<file path="src/rtl/timer_pkg.sv">
package timer_pkg;
    typedef enum logic [1:0] {
        ST_IDLE   = 2'd0,
        ST_RUN    = 2'd1,
        ST_FROZEN = 2'd2
    } tstate_e;

    localparam logic [1:0] SZ_BYTE = 2'd0;
    localparam logic [1:0] SZ_HALF = 2'd1;
    localparam logic [1:0] SZ_WORD = 2'd2;

    localparam logic [2:0] IDX_CTRL  = 3'd0;
    localparam logic [2:0] IDX_STAT  = 3'd1;
    localparam logic [2:0] IDX_EVGEN = 3'd2;
    localparam logic [2:0] IDX_COUNT = 3'd3;
    localparam logic [2:0] IDX_RELD  = 3'd4;
    localparam logic [2:0] IDX_DBG   = 3'd5;
endpackage

</file>
<file path="src/rtl/timer_regs.sv">
module timer_regs
    import timer_pkg::*;
#(
    parameter int CNT_W = 16,
    parameter logic [CNT_W-1:0] RST_RELOAD = '1
) (
    input  logic             clk,
    input  logic             rst_n,
    input  logic             bus_sel,
    input  logic             bus_wr,
    input  logic [4:0]       bus_addr,
    input  logic [1:0]       bus_size,
    input  logic [31:0]      bus_wdata,
    output logic [31:0]      bus_rdata,
    input  logic [CNT_W-1:0] cnt_q,
    input  logic             enabled,
    input  logic             flag_q,
    output logic             udis,
    output logic             urs,
    output logic             opm,
    output logic             arpe,
    output logic             dbg_stop,
    output logic [CNT_W-1:0] shadow_q,
    output logic             cen_set,
    output logic             cen_clr,
    output logic             arr_wr,
    output logic             cnt_wr,
    output logic             ug,
    output logic             flag_clr
);
    localparam int PAD = 32 - CNT_W;

    logic       wr_ok;
    logic [2:0] idx;

    assign idx   = bus_addr[4:2];
    assign wr_ok = bus_sel && bus_wr && (bus_size != SZ_BYTE);

    assign cen_set  = wr_ok && (idx == IDX_CTRL) && bus_wdata[0];
    assign cen_clr  = wr_ok && (idx == IDX_CTRL) && !bus_wdata[0];
    assign arr_wr   = wr_ok && (idx == IDX_RELD);
    assign cnt_wr   = wr_ok && (idx == IDX_COUNT);
    assign ug       = wr_ok && (idx == IDX_EVGEN) && bus_wdata[0];
    assign flag_clr = wr_ok && (idx == IDX_STAT) && !bus_wdata[0];

    always_ff @(posedge clk or negedge rst_n) begin
        if (!rst_n) begin
            udis     <= 1'b0;
            urs      <= 1'b0;
            opm      <= 1'b0;
            arpe     <= 1'b0;
            dbg_stop <= 1'b0;
            shadow_q <= RST_RELOAD;
        end else if (wr_ok) begin
            unique case (idx)
                IDX_CTRL: begin
                    udis <= bus_wdata[1];
                    urs  <= bus_wdata[2];
                    opm  <= bus_wdata[3];
                    arpe <= bus_wdata[7];
                end
                IDX_RELD: shadow_q <= bus_wdata[CNT_W-1:0];
                IDX_DBG:  dbg_stop <= bus_wdata[0];
                default: ;
            endcase
        end
    end

    always_comb begin
        bus_rdata = '0;
        unique case (idx)
            IDX_CTRL:  bus_rdata = {24'd0, arpe, 3'b000, opm, urs, udis, enabled};
            IDX_STAT:  bus_rdata = {31'd0, flag_q};
            IDX_COUNT: bus_rdata = {{PAD{1'b0}}, cnt_q};
            IDX_RELD:  bus_rdata = {{PAD{1'b0}}, shadow_q};
            IDX_DBG:   bus_rdata = {31'd0, dbg_stop};
            default:   bus_rdata = '0;
        endcase
    end

    // a byte write leaves every software-held field unchanged
    a_r12_byte_write_ignored: assert property (@(posedge clk) disable iff (!rst_n)
        (bus_sel && bus_wr && bus_size == SZ_BYTE)
        |=> $stable({udis, urs, opm, arpe, dbg_stop, shadow_q}));
endmodule

</file>
<file path="src/rtl/timer_core.sv">
module timer_core
    import timer_pkg::*;
#(
    parameter int CNT_W = 16,
    parameter logic [CNT_W-1:0] RST_RELOAD = '1
) (
    input  logic             clk,
    input  logic             rst_n,
    input  logic             tick_en,
    input  logic             freeze,
    input  logic             cen_set,
    input  logic             cen_clr,
    input  logic             udis,
    input  logic             urs,
    input  logic             opm,
    input  logic             arpe,
    input  logic             arr_wr,
    input  logic             cnt_wr,
    input  logic             ug,
    input  logic             flag_clr,
    input  logic [CNT_W-1:0] wdata,
    input  logic [CNT_W-1:0] shadow_q,
    output logic [CNT_W-1:0] cnt_q,
    output logic             enabled,
    output logic             flag_q,
    output logic             upd_evt
);
    tstate_e          state_q, state_d;
    logic [CNT_W-1:0] arr_q;
    logic             count_en, ovf, ovf_upd, upd_now;

    assign count_en = (state_q == ST_RUN) && !freeze && tick_en;
    assign ovf      = count_en && (cnt_q == arr_q);
    assign ovf_upd  = ovf && !udis;
    assign upd_now  = ovf_upd || ug;
    assign enabled  = (state_q != ST_IDLE);

    always_comb begin
        state_d = state_q;
        unique case (state_q)
            ST_IDLE:   if (cen_set) state_d = ST_RUN;
            ST_RUN: begin
                if (cen_clr || (ovf_upd && opm)) state_d = ST_IDLE;
                else if (freeze)                 state_d = ST_FROZEN;
            end
            ST_FROZEN: begin
                if (cen_clr)      state_d = ST_IDLE;
                else if (!freeze) state_d = ST_RUN;
            end
            default:   state_d = ST_IDLE;
        endcase
    end

    always_ff @(posedge clk or negedge rst_n) begin
        if (!rst_n) state_q <= ST_IDLE;
        else        state_q <= state_d;
    end

    always_ff @(posedge clk or negedge rst_n) begin
        if (!rst_n) begin
            cnt_q   <= '0;
            arr_q   <= RST_RELOAD;
            flag_q  <= 1'b0;
            upd_evt <= 1'b0;
        end else begin
            upd_evt <= upd_now;
            if (ug)            cnt_q <= '0;
            else if (cnt_wr)   cnt_q <= wdata;
            else if (ovf)      cnt_q <= '0;
            else if (count_en) cnt_q <= cnt_q + 1'b1;

            if (arr_wr && !arpe) arr_q <= wdata;
            else if (upd_now)    arr_q <= shadow_q;

            if (ovf_upd || (ug && !urs)) flag_q <= 1'b1;
            else if (flag_clr)           flag_q <= 1'b0;
        end
    end

    // an overflow not overridden by software leaves the counter at zero
    a_r3_wrap_to_zero: assert property (@(posedge clk) disable iff (!rst_n)
        (ovf && !cnt_wr && !ug) |=> (cnt_q == '0));
    // an overflow update in one-pulse mode ends in IDLE
    a_r6_opm_stop: assert property (@(posedge clk) disable iff (!rst_n)
        (ovf_upd && opm) |=> (state_q == ST_IDLE));
    // a frozen counter holds its value unless software writes it
    a_r8_frozen_hold: assert property (@(posedge clk) disable iff (!rst_n)
        (state_q == ST_FROZEN && !cnt_wr && !ug) |=> $stable(cnt_q));
    // update disable suppresses the pulse on an overflow
    a_r9_udis_no_pulse: assert property (@(posedge clk) disable iff (!rst_n)
        (ovf && udis && !ug) |=> !upd_evt);
    // the flag stays set until cleared by software
    a_r10_flag_sticky: assert property (@(posedge clk) disable iff (!rst_n)
        (flag_q && !flag_clr) |=> flag_q);
endmodule

</file>
<file path="src/rtl/upcount_timer.sv">
module upcount_timer
    import timer_pkg::*;
#(
    parameter int CNT_W = 16,
    parameter logic [CNT_W-1:0] RST_RELOAD = '1
) (
    input  logic        clk,
    input  logic        rst_n,
    input  logic        tick_en,
    input  logic        dbg_halt,
    input  logic        bus_sel,
    input  logic        bus_wr,
    input  logic [4:0]  bus_addr,
    input  logic [1:0]  bus_size,
    input  logic [31:0] bus_wdata,
    output logic [31:0] bus_rdata,
    output logic        upd_evt
);
    logic [CNT_W-1:0] cnt_q, shadow_q;
    logic enabled, flag_q, udis, urs, opm, arpe, dbg_stop;
    logic cen_set, cen_clr, arr_wr, cnt_wr, ug, flag_clr;

    timer_regs #(.CNT_W(CNT_W), .RST_RELOAD(RST_RELOAD)) u_regs (
        .clk(clk), .rst_n(rst_n),
        .bus_sel(bus_sel), .bus_wr(bus_wr), .bus_addr(bus_addr),
        .bus_size(bus_size), .bus_wdata(bus_wdata), .bus_rdata(bus_rdata),
        .cnt_q(cnt_q), .enabled(enabled), .flag_q(flag_q),
        .udis(udis), .urs(urs), .opm(opm), .arpe(arpe), .dbg_stop(dbg_stop),
        .shadow_q(shadow_q), .cen_set(cen_set), .cen_clr(cen_clr),
        .arr_wr(arr_wr), .cnt_wr(cnt_wr), .ug(ug), .flag_clr(flag_clr)
    );

    timer_core #(.CNT_W(CNT_W), .RST_RELOAD(RST_RELOAD)) u_core (
        .clk(clk), .rst_n(rst_n), .tick_en(tick_en),
        .freeze(dbg_halt && dbg_stop),
        .cen_set(cen_set), .cen_clr(cen_clr),
        .udis(udis), .urs(urs), .opm(opm), .arpe(arpe),
        .arr_wr(arr_wr), .cnt_wr(cnt_wr), .ug(ug), .flag_clr(flag_clr),
        .wdata(bus_wdata[CNT_W-1:0]), .shadow_q(shadow_q),
        .cnt_q(cnt_q), .enabled(enabled), .flag_q(flag_q), .upd_evt(upd_evt)
    );
endmodule

</file>
<file path="config.mk">
export PLATFORM = sky130hd
export DESIGN_NAME = upcount_timer
export DESIGN_NICKNAME = d
export VERILOG_FILES = /design/src/rtl/timer_pkg.sv /design/src/rtl/timer_regs.sv /design/src/rtl/timer_core.sv /design/src/rtl/upcount_timer.sv
export SDC_FILE = /design/constraint.sdc
export NUM_CORES = 1
export LEC_CHECK = 0
export ABC_AREA = 1
export CORE_MARGIN = 4
export CORE_UTILIZATION = 35
export DETAILED_ROUTE_END_ITERATION = 10
export SKIP_CTS_REPAIR_TIMING = 1
export SLEW_MARGIN = 15
export SYNTH_ARGS = -nofsm -noshare
export SYNTH_HDL_FRONTEND = slang
export SYNTH_SLANG_ARGS = --single-unit
</file>
<file path="constraint.sdc">
create_clock -name clk -period 1.8 [get_ports clk]
set_input_delay 0.45 -clock clk [delete_from_list [all_inputs] [get_ports clk]]
set_output_delay 0.45 -clock clk [all_outputs]
set_load 0.01 [all_outputs]
</file>
==> impl_metrics.yaml, run 1 <==
worst_setup_path:
  cpMaxStageDelayCell: "dfrtp_1"
  cpMostUsedCell: "nand2_2"
  cp.required_ps: 2070
  crit_path_end_kind: "flop"
  reg2regPathDepth: 13
  crit_path_max_incr_delay_ps: 410
  critPathMaxFanout: 5
  critPathArrivalTime_ps: 2130
  crit_chain: "buf_6, inv_4, nand2_2, inv_2, nand2_2, nor2_2, nand2_1, nor2_2, nand4_1, nand3_4, clkbuf_16, nand2_2, o21ai_1"
  startpoint_type: "flop"
  crit_type: "flop to flop"
placement:
  dpl.hpwl_um: 7869
  dp_slack_ps: -894.5
  port-buffer-count: 43
  globalplace.congestion: 0.9153
clock_network:
  cts_buffer_depth: 2
  root_buffer: "clkbuf_8"
  clk_latency_ps: 330
  cts.clk_slew.worst_paths_ps: 70
  cts_buffers: 9
  cts_sinks: 57
  htreeDepth: 3
  cts_tree: "done"
timing:
  fin_ws_ps: -66.66
  setup_viol: 18
  slew_viol_final: 0
  final.min_clock_period_ps: 1867
  worst_clock_skew_ps: 5.216
  finalHoldViolCount: 0
  fmax_ghz: 0.5357
  rsz0062_at_grt: "true"
  fin_crit_sh_pct: 103.7
yosys:
  synthCells: 532
  async_flop_share_pct: 100.0
  ys_warn_count: 0
  synth_area_um2: 3757
  synth-seq-area-share_pct: 39.03
  ys_ff_latch: 57
  synth_edf_count: 0
  synth.distinct_cells: 39
  synth_flop_cell: "dfstp_2"
  avgSynthCellArea_um2: 7.063
flow_run:
  maxCapViolCount: 0
status:
  violations: "setup timing"
  status: "complete, but fails checks"
grt:
  grt_max_degree: 58
  grt_pass1_wl_um: 17470
  grt_pass1_vias: 3490
  antenna_found_initial: 0
  grt-ovfl-total: 0
  track_usage_pct: 17.23
power_and_ir_drop:
  cellLeakagePower_nw: 2.613
  ir_worst_vdd_mv: 0.8277
  p_per_area_nw_per_um2: 1103
  finalPower_mw: 5.882
die:
  die_h_um: 111.6
  io-pin-count: 78
  initial_core_util_pct: 36.23
  rows: 37
  die_x_um: 111.6
  dieArea_um2: 12460
  core_region_area_um2: 10370
cells_and_area:
  nets: 689
  layout-drive-gt1-share_pct: 35.34
  area_growth_pct: 41.92
  num_antenna_cells: 0
detailed_routing:
  route.detailed.drc: 0
  wl_per_cell_um: 14.47
  drtIter0Drc: 234
  vias_per_cell: 4.892
  routed_wirelength_um: 11350
  vias: 3835
  ant_nets: 0
  firstDrtPassIters: 5
worst_hold_path:
  hold_class: "input port to asynchronous set/reset pin"
-- worst max-delay path: cells and delay by family (launching register included) --
family | cells | cell delay (ps)
AND/OR/NAND/NOR | 8 | 890
flip-flops | 1 | 410
buffers and inverters | 4 | 410
AO/OA/AOI/OAI | 1 | 70
-- cell type report --
cell class / instances / area (um^2)
Clock buffer: 14 / 172.7
Clock inverter: 2 / 35.03
Fill cell: 1039 / 5037
Inverter: 68 / 280.3
Multi-Input combinational cell: 389 / 2117
Sequential cell: 57 / 1468
Tap cell: 136 / 170.2
Timing Repair Buffer: 118 / 1090
-- synth_stat cells (2+ instances only) --
cell type / instances / area [um^2]
nor2_4: 3 / 33.78
nand2_2: 2 / 12.51
nor2_1: 21 / 78.83
o21ai_1: 4 / 20.02
nand3_1: 18 / 90.09
o211ai_1: 3 / 22.52
o221ai_1: 2 / 17.52
dfrtp_1: 25 / 625.6
dfstp_2: 32 / 840.8
nor2_8: 2 / 40.04
buf_6: 3 / 33.78
buf_4: 18 / 135.1
clkbuf_1: 5 / 18.77
a21oi_1: 6 / 30.03
buf_2: 5 / 25.02
inv_1: 59 / 221.5
nand4_1: 8 / 50.05
nand2_1: 196 / 735.7
inv_4: 2 / 12.51
inv_2: 6 / 22.52
nor3_1: 4 / 20.02
o21ai_0: 77 / 385.4
xor2_1: 10 / 87.58
xnor2_1: 6 / 52.55
-- registers in the layout, summed over array words and instances (netlist names) --
register         count
u_core.upd_evt       1
u_regs.udis          1
u_regs.opm           1
u_core.cnt_q        16
u_regs.shadow_q     16
u_core.arr_q        16
u_regs.dbg_stop      1
u_regs.arpe          1
u_regs.urs           1
u_core.state_q       2
u_core.flag_q        1
-- report_power, final --
group,total [mW],internal (mW),switching (mW)
registers,2.16,1.83,0.328
clock network,1.28,0.753,0.525
logic,2.45,1.10,1.35
-- final timing paths --
check	startpoint	end	slack, ps
setup / recovery	u_core.state_q[1]	u_core.arr_q[13]	-70
hold / removal	rst_n	u_core.cnt_q[12]	110
setup reg to reg	u_core.state_q[1]	u_core.arr_q[13]	-70
hold reg to reg	u_core.arr_q[3]	u_core.arr_q[3]	480
max in group asynchronous	rst_n	u_regs.shadow_q[4]	1370
min in group clk	u_core.arr_q[3]	u_core.arr_q[3]	480
-- cell usage in the layout (no fill, tap or decap), drive strengths merged, types with 2 or more instances in the layout --
cell	n
a21oi	6
a31oi	2
buf	91
clkbuf	17
clkdlybuf4s50	23
clkinv	2
conb	16
dfrtp	25
dfstp	32
inv	67
nand2	198
nand3	18
nand4	8
nor2	27
nor3	4
o211ai	4
o21ai	82
o221ai	2
xnor2	6
xor2	10
-- cells by family after synthesis --
| group | after synthesis | synth area share [%] |
|---|---|---|
| fa+ha+maj | 1 | 0.3329 |
| simple gates | 258 | 29.00 |
| other cells | 1 | 0.09980 |
| flops | 57 | 39.03 |
| compound gates | 98 | 14.55 |
| buf+inv | 101 | 13.25 |
| xor+xnor | 16 | 3.729 |
-- stage by stage --
stage                     util (%)  setup TNS (ps)  hold WS (ps)  instances  cell area (um^2)
after floorplan                  -               0         154.4        547              3814
after global placement       45.20          -37750         465.8        751              4687
after detailed placement     45.20          -40070         468.1        751              4687
after CTS                    47.20          -21690         116.3        767              4895
after global routing         51.42           -3356         126.2        784              5333
final                        51.42          -778.3         113.4        784              5333
-- routing by layer --
metal  GRT usage (%)  wire length [um]  vias to the layer above
met1           24.22              5268                     1842
met2           27.42              5313                      111
met4           4.380               119                        0
li1                -                 -                     1872
met3           3.261               645                       10
met5               0                 0                        -
Power figures use the tool's default switching activity.
==> run 2: changes to the inputs <==
--- a/config.mk
+++ b/config.mk
@@ -6,9 +6,11 @@
 export NUM_CORES = 1
 export LEC_CHECK = 0
 export ABC_AREA = 1
+export CAP_MARGIN = 20
 export CORE_MARGIN = 4
 export CORE_UTILIZATION = 35
 export DETAILED_ROUTE_END_ITERATION = 10
+export GPL_TIMING_DRIVEN = 0
 export SKIP_CTS_REPAIR_TIMING = 1
 export SLEW_MARGIN = 15
 export SYNTH_ARGS = -nofsm -noshare
==> run 2 against run 1 <==
Compared with the run above: die area unchanged; largest cell class unchanged; critical endpoint is now bus_rdata[2]; utilization increased by 1.4 points; the flow still finishes with violations (setup timing); clock power fell by 20%; clock skew increased by 4.2 ps; global-route usage grew 1.7 points; wire length increased by 12%.
==> impl_metrics.yaml, run 2 (synthesized netlist as in run 1, its figures left out) <==
clock_network:
  root_buffer: "clkbuf_8"
  cts_buffers: 9
  cts_buffer_depth: 2
  cts.clk_slew.worst_paths_ps: 70
  cts_sinks: 57
  htreeDepth: 3
  clk_latency_ps: 350
  cts_tree: "done"
die:
  initial_core_util_pct: 36.23
  die_h_um: 111.6
  io-pin-count: 78
  core_region_area_um2: 10370
  rows: 37
  dieArea_um2: 12460
  die_x_um: 111.6
worst_hold_path:
  hold_class: "input port to asynchronous set/reset pin"
grt:
  grt_pass1_vias: 3518
  grt_max_degree: 58
  grt_pass1_wl_um: 18600
  grt-ovfl-total: 0
  antenna_found_initial: 0
  track_usage_pct: 18.94
timing:
  finalHoldViolCount: 0
  fin_ws_ps: -157.5
  fin_crit_sh_pct: 108.7
  worst_slew_pin_slew_ps: 758.5
  slew_headroom_pct: 49.43
  setup_viol: 30
  worst_clock_skew_ps: 9.430
  rsz0062_at_grt: "true"
  fmax_ghz: 0.5109
  final.min_clock_period_ps: 1957
  slew_viol_final: 0
flow_run:
  maxCapViolCount: 0
power_and_ir_drop:
  finalPower_mw: 5.745
  seq_power_share_pct: 39.2
  p_comb_share_pct: 42.9
  internal_power_mw: 3.413
  p_sw_share_pct: 40.59
  ir_worst_vdd_mv: 0.5649
  clkPwrFrac_pct: 17.9
  p_sw_mw: 2.332
  cellLeakagePower_nw: 2.715
  p_per_area_nw_per_um2: 1050
placement:
  postPlaceCellArea_um2: 4412
  globalplace.congestion: 0.9875
  dp_slack_ps: -1432
  dpl.hpwl_um: 8280
  port-buffer-count: 43
cells_and_area:
  num-fill-cells: 1014
  area_growth_pct: 45.69
  top_regs: "u_core.arr_q: 16 flops, u_core.cnt_q: 16 flops, u_regs.shadow_q: 16 flops"
  final_cell_mix: "167 x nand2_1, 57 x buf_4, 46 x inv_1"
  num_antenna_cells: 0
  final_area_um2: 5474
  nets: 691
  layout-drive-gt1-share_pct: 41.69
  mostFrequentLayoutCell: "nand2_1"
  seqCellArea_um2: 1479
  multiInputGateArea_um2: 2298
worst_setup_path:
  critPathMaxFanout: 6
  crit_type: "input port to output pin"
  crit_path_end_kind: "output pin"
  critPathArrivalTime_ps: 1510
  cp.required_ps: 1350
  startpoint_type: "input port"
status:
  status: "complete, but fails checks"
  violations: "setup timing"
detailed_routing:
  wl_per_cell_um: 16.20
  ant_nets: 0
  route.detailed.drc: 0
  vias: 3961
  routed_wirelength_um: 12730
  vias_per_cell: 5.039
  firstDrtPassIters: 6
  drtIter0Drc: 412
run 2: stage by stage:
stage	cells	setup TNS [ps]	util [%]	hold WS [ps]
2_1_floorplan	547	0	-	154.4
3_3_place_gp	726	-125860	42.57	470.0
3_5_place_dp	726	-56700	42.54	476.2
4_1_cts	742	-37680	44.04	201.9
5_1_grt	786	-4971	52.79	215.8
6_report	786	-2470	52.79	153.3
run 2: routing by layer:
metal	track usage [%]	share of wire, %	vias up
met5	0	0	-
met4	5.109	2.0	0
met3	4.565	7.0	19
met2	28.27	45	164
met1	27.45	46	1902
li1	-	-	1876
run 2: path summary, 6_finish.rpt:
kind,slack [ps],cells after the start,end,startpoint
setup / recovery,-160,8,bus_rdata[2],bus_addr[2]
hold / removal,150,1,u_regs.urs,rst_n
setup reg to reg,-100,8,u_core.arr_q[6],u_core.arr_q[8]
hold reg to reg,490,2,u_core.arr_q[1],u_core.arr_q[1]
max in group asynchronous,1070,1,u_core.cnt_q[0],rst_n
min in group clk,490,5,u_core.flag_q,bus_addr[3]
run 2: worst max-delay path, stage by stage:
cell	delay (ps)
buf_12	80
inv_4	20
or2_4	260
nor2_8	150
inv_8	60
buf_12	130
o211ai_1	180
buf_2	160
run 2: cell type report:
cell class / count / share of cell area [%]
buffer: 31 / 5.646
multi-input combinational: 389 / 41.99
sequential: 57 / 27.02
clock inverter: 4 / 0.3657
inverter: 68 / 5.120
clock buffer: 12 / 2.469
timing repair buffer: 89 / 14.29
tap: 136 / 3.109
run 2: power by group through the flow:
stage / clock (mW) / sequential (mW) / combinational, mW
after detailed placement: 0 / 2.18 / 1.83
after global routing: 1.13 / 2.31 / 2.73
final: 1.03 / 2.25 / 2.46
after floorplan: 0 / 2.08 / 1.35
after CTS: 1.04 / 2.16 / 1.85
after global placement: 0 / 2.17 / 1.79
==> run 3: changes to the inputs <==
--- a/config.mk
+++ b/config.mk
@@ -9,6 +9,7 @@
 export CAP_MARGIN = 20
 export CORE_MARGIN = 4
 export CORE_UTILIZATION = 35
+export CTS_BUF_LIST = sky130_fd_sc_hd__clkbuf_2
 export DETAILED_ROUTE_END_ITERATION = 10
 export GPL_TIMING_DRIVEN = 0
 export SKIP_CTS_REPAIR_TIMING = 1
==> run 3 against run 2 <==
Compared with the run above: the run ends with hold timing, setup timing left; worst setup slack worse by 37 ps; critical path depth up 2; sequential share of layout area up 1.2 points; wire length down 2.2%; total power down 6.5%; clock power down 33%; maximum frequency down 1.9%; count of clock-buffer cells in the layout unchanged; global-route usage down 0.16 points; sequential cell count unchanged; clock skew up 7.1 ps; critical path type is now flop to flop; critical endpoint is now u_core.arr_q[6]; highest routed layer unchanged.
==> impl_metrics.yaml, run 3 (synthesized netlist as in run 1, its figures left out) <==
detailed_routing:
  route.detailed.drc: 0
  routed_wirelength_um: 12450
  vias_per_cell: 5.017
  ant_nets: 0
  wl_per_cell_um: 16.00
  drtIter0Drc: 337
  firstDrtPassIters: 5
  vias: 3903
clock_network:
  root_buffer: "clkbuf_2"
  cts_sinks: 57
  cts_buffers: 9
  cts_tree: "done"
  clk_latency_ps: 490
  cts.clk_slew.worst_paths_ps: 170
  htreeDepth: 3
  cts_buffer_depth: 2
power_and_ir_drop:
  ir_worst_vdd_mv: 0.4962
  p_per_area_nw_per_um2: 1026
  cellLeakagePower_nw: 2.650
timing:
  slew_viol_final: 0
  worst_clock_skew_ps: 16.56
  worst_slew_pin_slew_ps: 754.3
  fin_ws_ps: -194.9
  finalHoldViolCount: 1
  rsz0062_at_grt: "true"
  fin_crit_sh_pct: 110.8
  final.min_clock_period_ps: 1995
  setup_viol: 35
  setup_tns_ps: -3960
  fmax_ghz: 0.5013
  slew_headroom_pct: 49.72
  whs_ps: -0.9870
grt:
  grt_max_degree: 58
  track_usage_pct: 18.78
  grt_pass1_wl_um: 18520
  grt_pass1_vias: 3532
  antenna_found_initial: 0
  grt-ovfl-total: 0
die:
  io-pin-count: 78
  dieArea_um2: 12460
  initial_core_util_pct: 36.23
  die_h_um: 111.6
  core_region_area_um2: 10370
  die_x_um: 111.6
  rows: 37
worst_setup_path:
  crit_path_end_kind: "flop"
  startpoint_type: "flop"
  critPathMaxFanout: 5
  critPathArrivalTime_ps: 2420
  cp.required_ps: 2220
  crit_type: "flop to flop"
cells_and_area:
  final_cell_mix: "168 x nand2_1, 48 x inv_1, 48 x buf_4"
  nets: 683
  num_antenna_cells: 0
  num-fill-cells: 1039
  layout-drive-gt1-share_pct: 39.56
  area_growth_pct: 39.26
  mostFrequentLayoutCell: "nand2_1"
  stdcell_count: 778
  top_regs: "u_core.arr_q: 16 flops, u_core.cnt_q: 16 flops, u_regs.shadow_q: 16 flops"
status:
  violations: "hold timing, setup timing"
  status: "complete, but fails checks"
placement:
  globalplace.congestion: 0.9875
  dpl.hpwl_um: 8280
  dp_slack_ps: -1432
  place_inst: 726
  port-buffer-count: 43
flow_run:
  maxCapViolCount: 0
worst_hold_path:
  hold_class: "input port to asynchronous set/reset pin"
## run 3: changes by cell type in the layout (fill, tap and decap cells not counted), moves of 2 or more
cell,delta
clkbuf_4,-2
inv_1,+2
clkbuf_8,-9
clkbuf_2,+16
o21ai_4,-2
nand2_4,-2
clkbuf_1,-3
inv_4,-3
buf_8,-2
o21ai_0,-5
o21ai_1,+6
buf_4,-9
dlymetal6s2s_1,+2
## run 3: critical path: stages, from the launching register on
cell	delay (ps)
dfrtp_1	400
buf_6	130
xor2_2	170
nor2_1	130
nand2_1	100
nor2_4	130
nand4_1	260
nand3_4	290
clkbuf_16	210
nand2_2	40
o21ai_1	70
## run 3: path summary, 6_finish.rpt
check | from | endpoint | slack, ps | cells past startpoint
setup / recovery | u_core.cnt_q[3] | u_core.arr_q[6] | -190 | 10
hold / removal | rst_n | u_regs.urs | -1 | 1
setup reg to reg | u_core.cnt_q[3] | u_core.arr_q[6] | -190 | 10
hold reg to reg | u_core.arr_q[6] | u_core.arr_q[6] | 490 | 2
max in group asynchronous | rst_n | u_core.cnt_q[5] | 1250 | 1
min in group clk | bus_addr[2] | u_regs.dbg_stop | 350 | 5
## run 3: final cells by class
| type | instances | area (um^2) | share of cell area [%] |
|---|---|---|---|
| Buffer | 32 | 307.8 | 5.882 |
| Timing Repair Buffer | 80 | 691.9 | 13.22 |
| Multi-Input combinational cell | 389 | 2231 | 42.64 |
| Tap cell | 136 | 170.2 | 3.252 |
| Clock inverter | 4 | 20.02 | 0.3826 |
| Inverter | 68 | 272.8 | 5.213 |
| Sequential cell | 57 | 1479 | 28.26 |
| Clock buffer | 12 | 60.06 | 1.148 |
## run 3: metal layers
metal	global-route usage, %	part of all wire [%]	vias to the layer above
li1	-	-	1863
met1	27.31	44	1851
met2	28.07	46	163
met3	3.641	7.8	26
met4	6.083	2.3	0
met5	0	0	-
## run 3: through the flow
stage | power (mW) | utilization, % | area, um^2
floorplan | 3.431 | - | 3814
global placement | 3.957 | 42.57 | 4414
detailed placement | 4.013 | 42.54 | 4412
CTS | 4.717 | 43.32 | 4492
global route | 5.778 | 50.46 | 5233
finish | 5.370 | 50.46 | 5233
## run 3: power breakdown
group | internal (mW) | switching (mW) | total [mW]
combinational | 1.08 | 1.39 | 2.47
clock | 0.191 | 0.496 | 0.687
sequential | 1.84 | 0.372 | 2.21
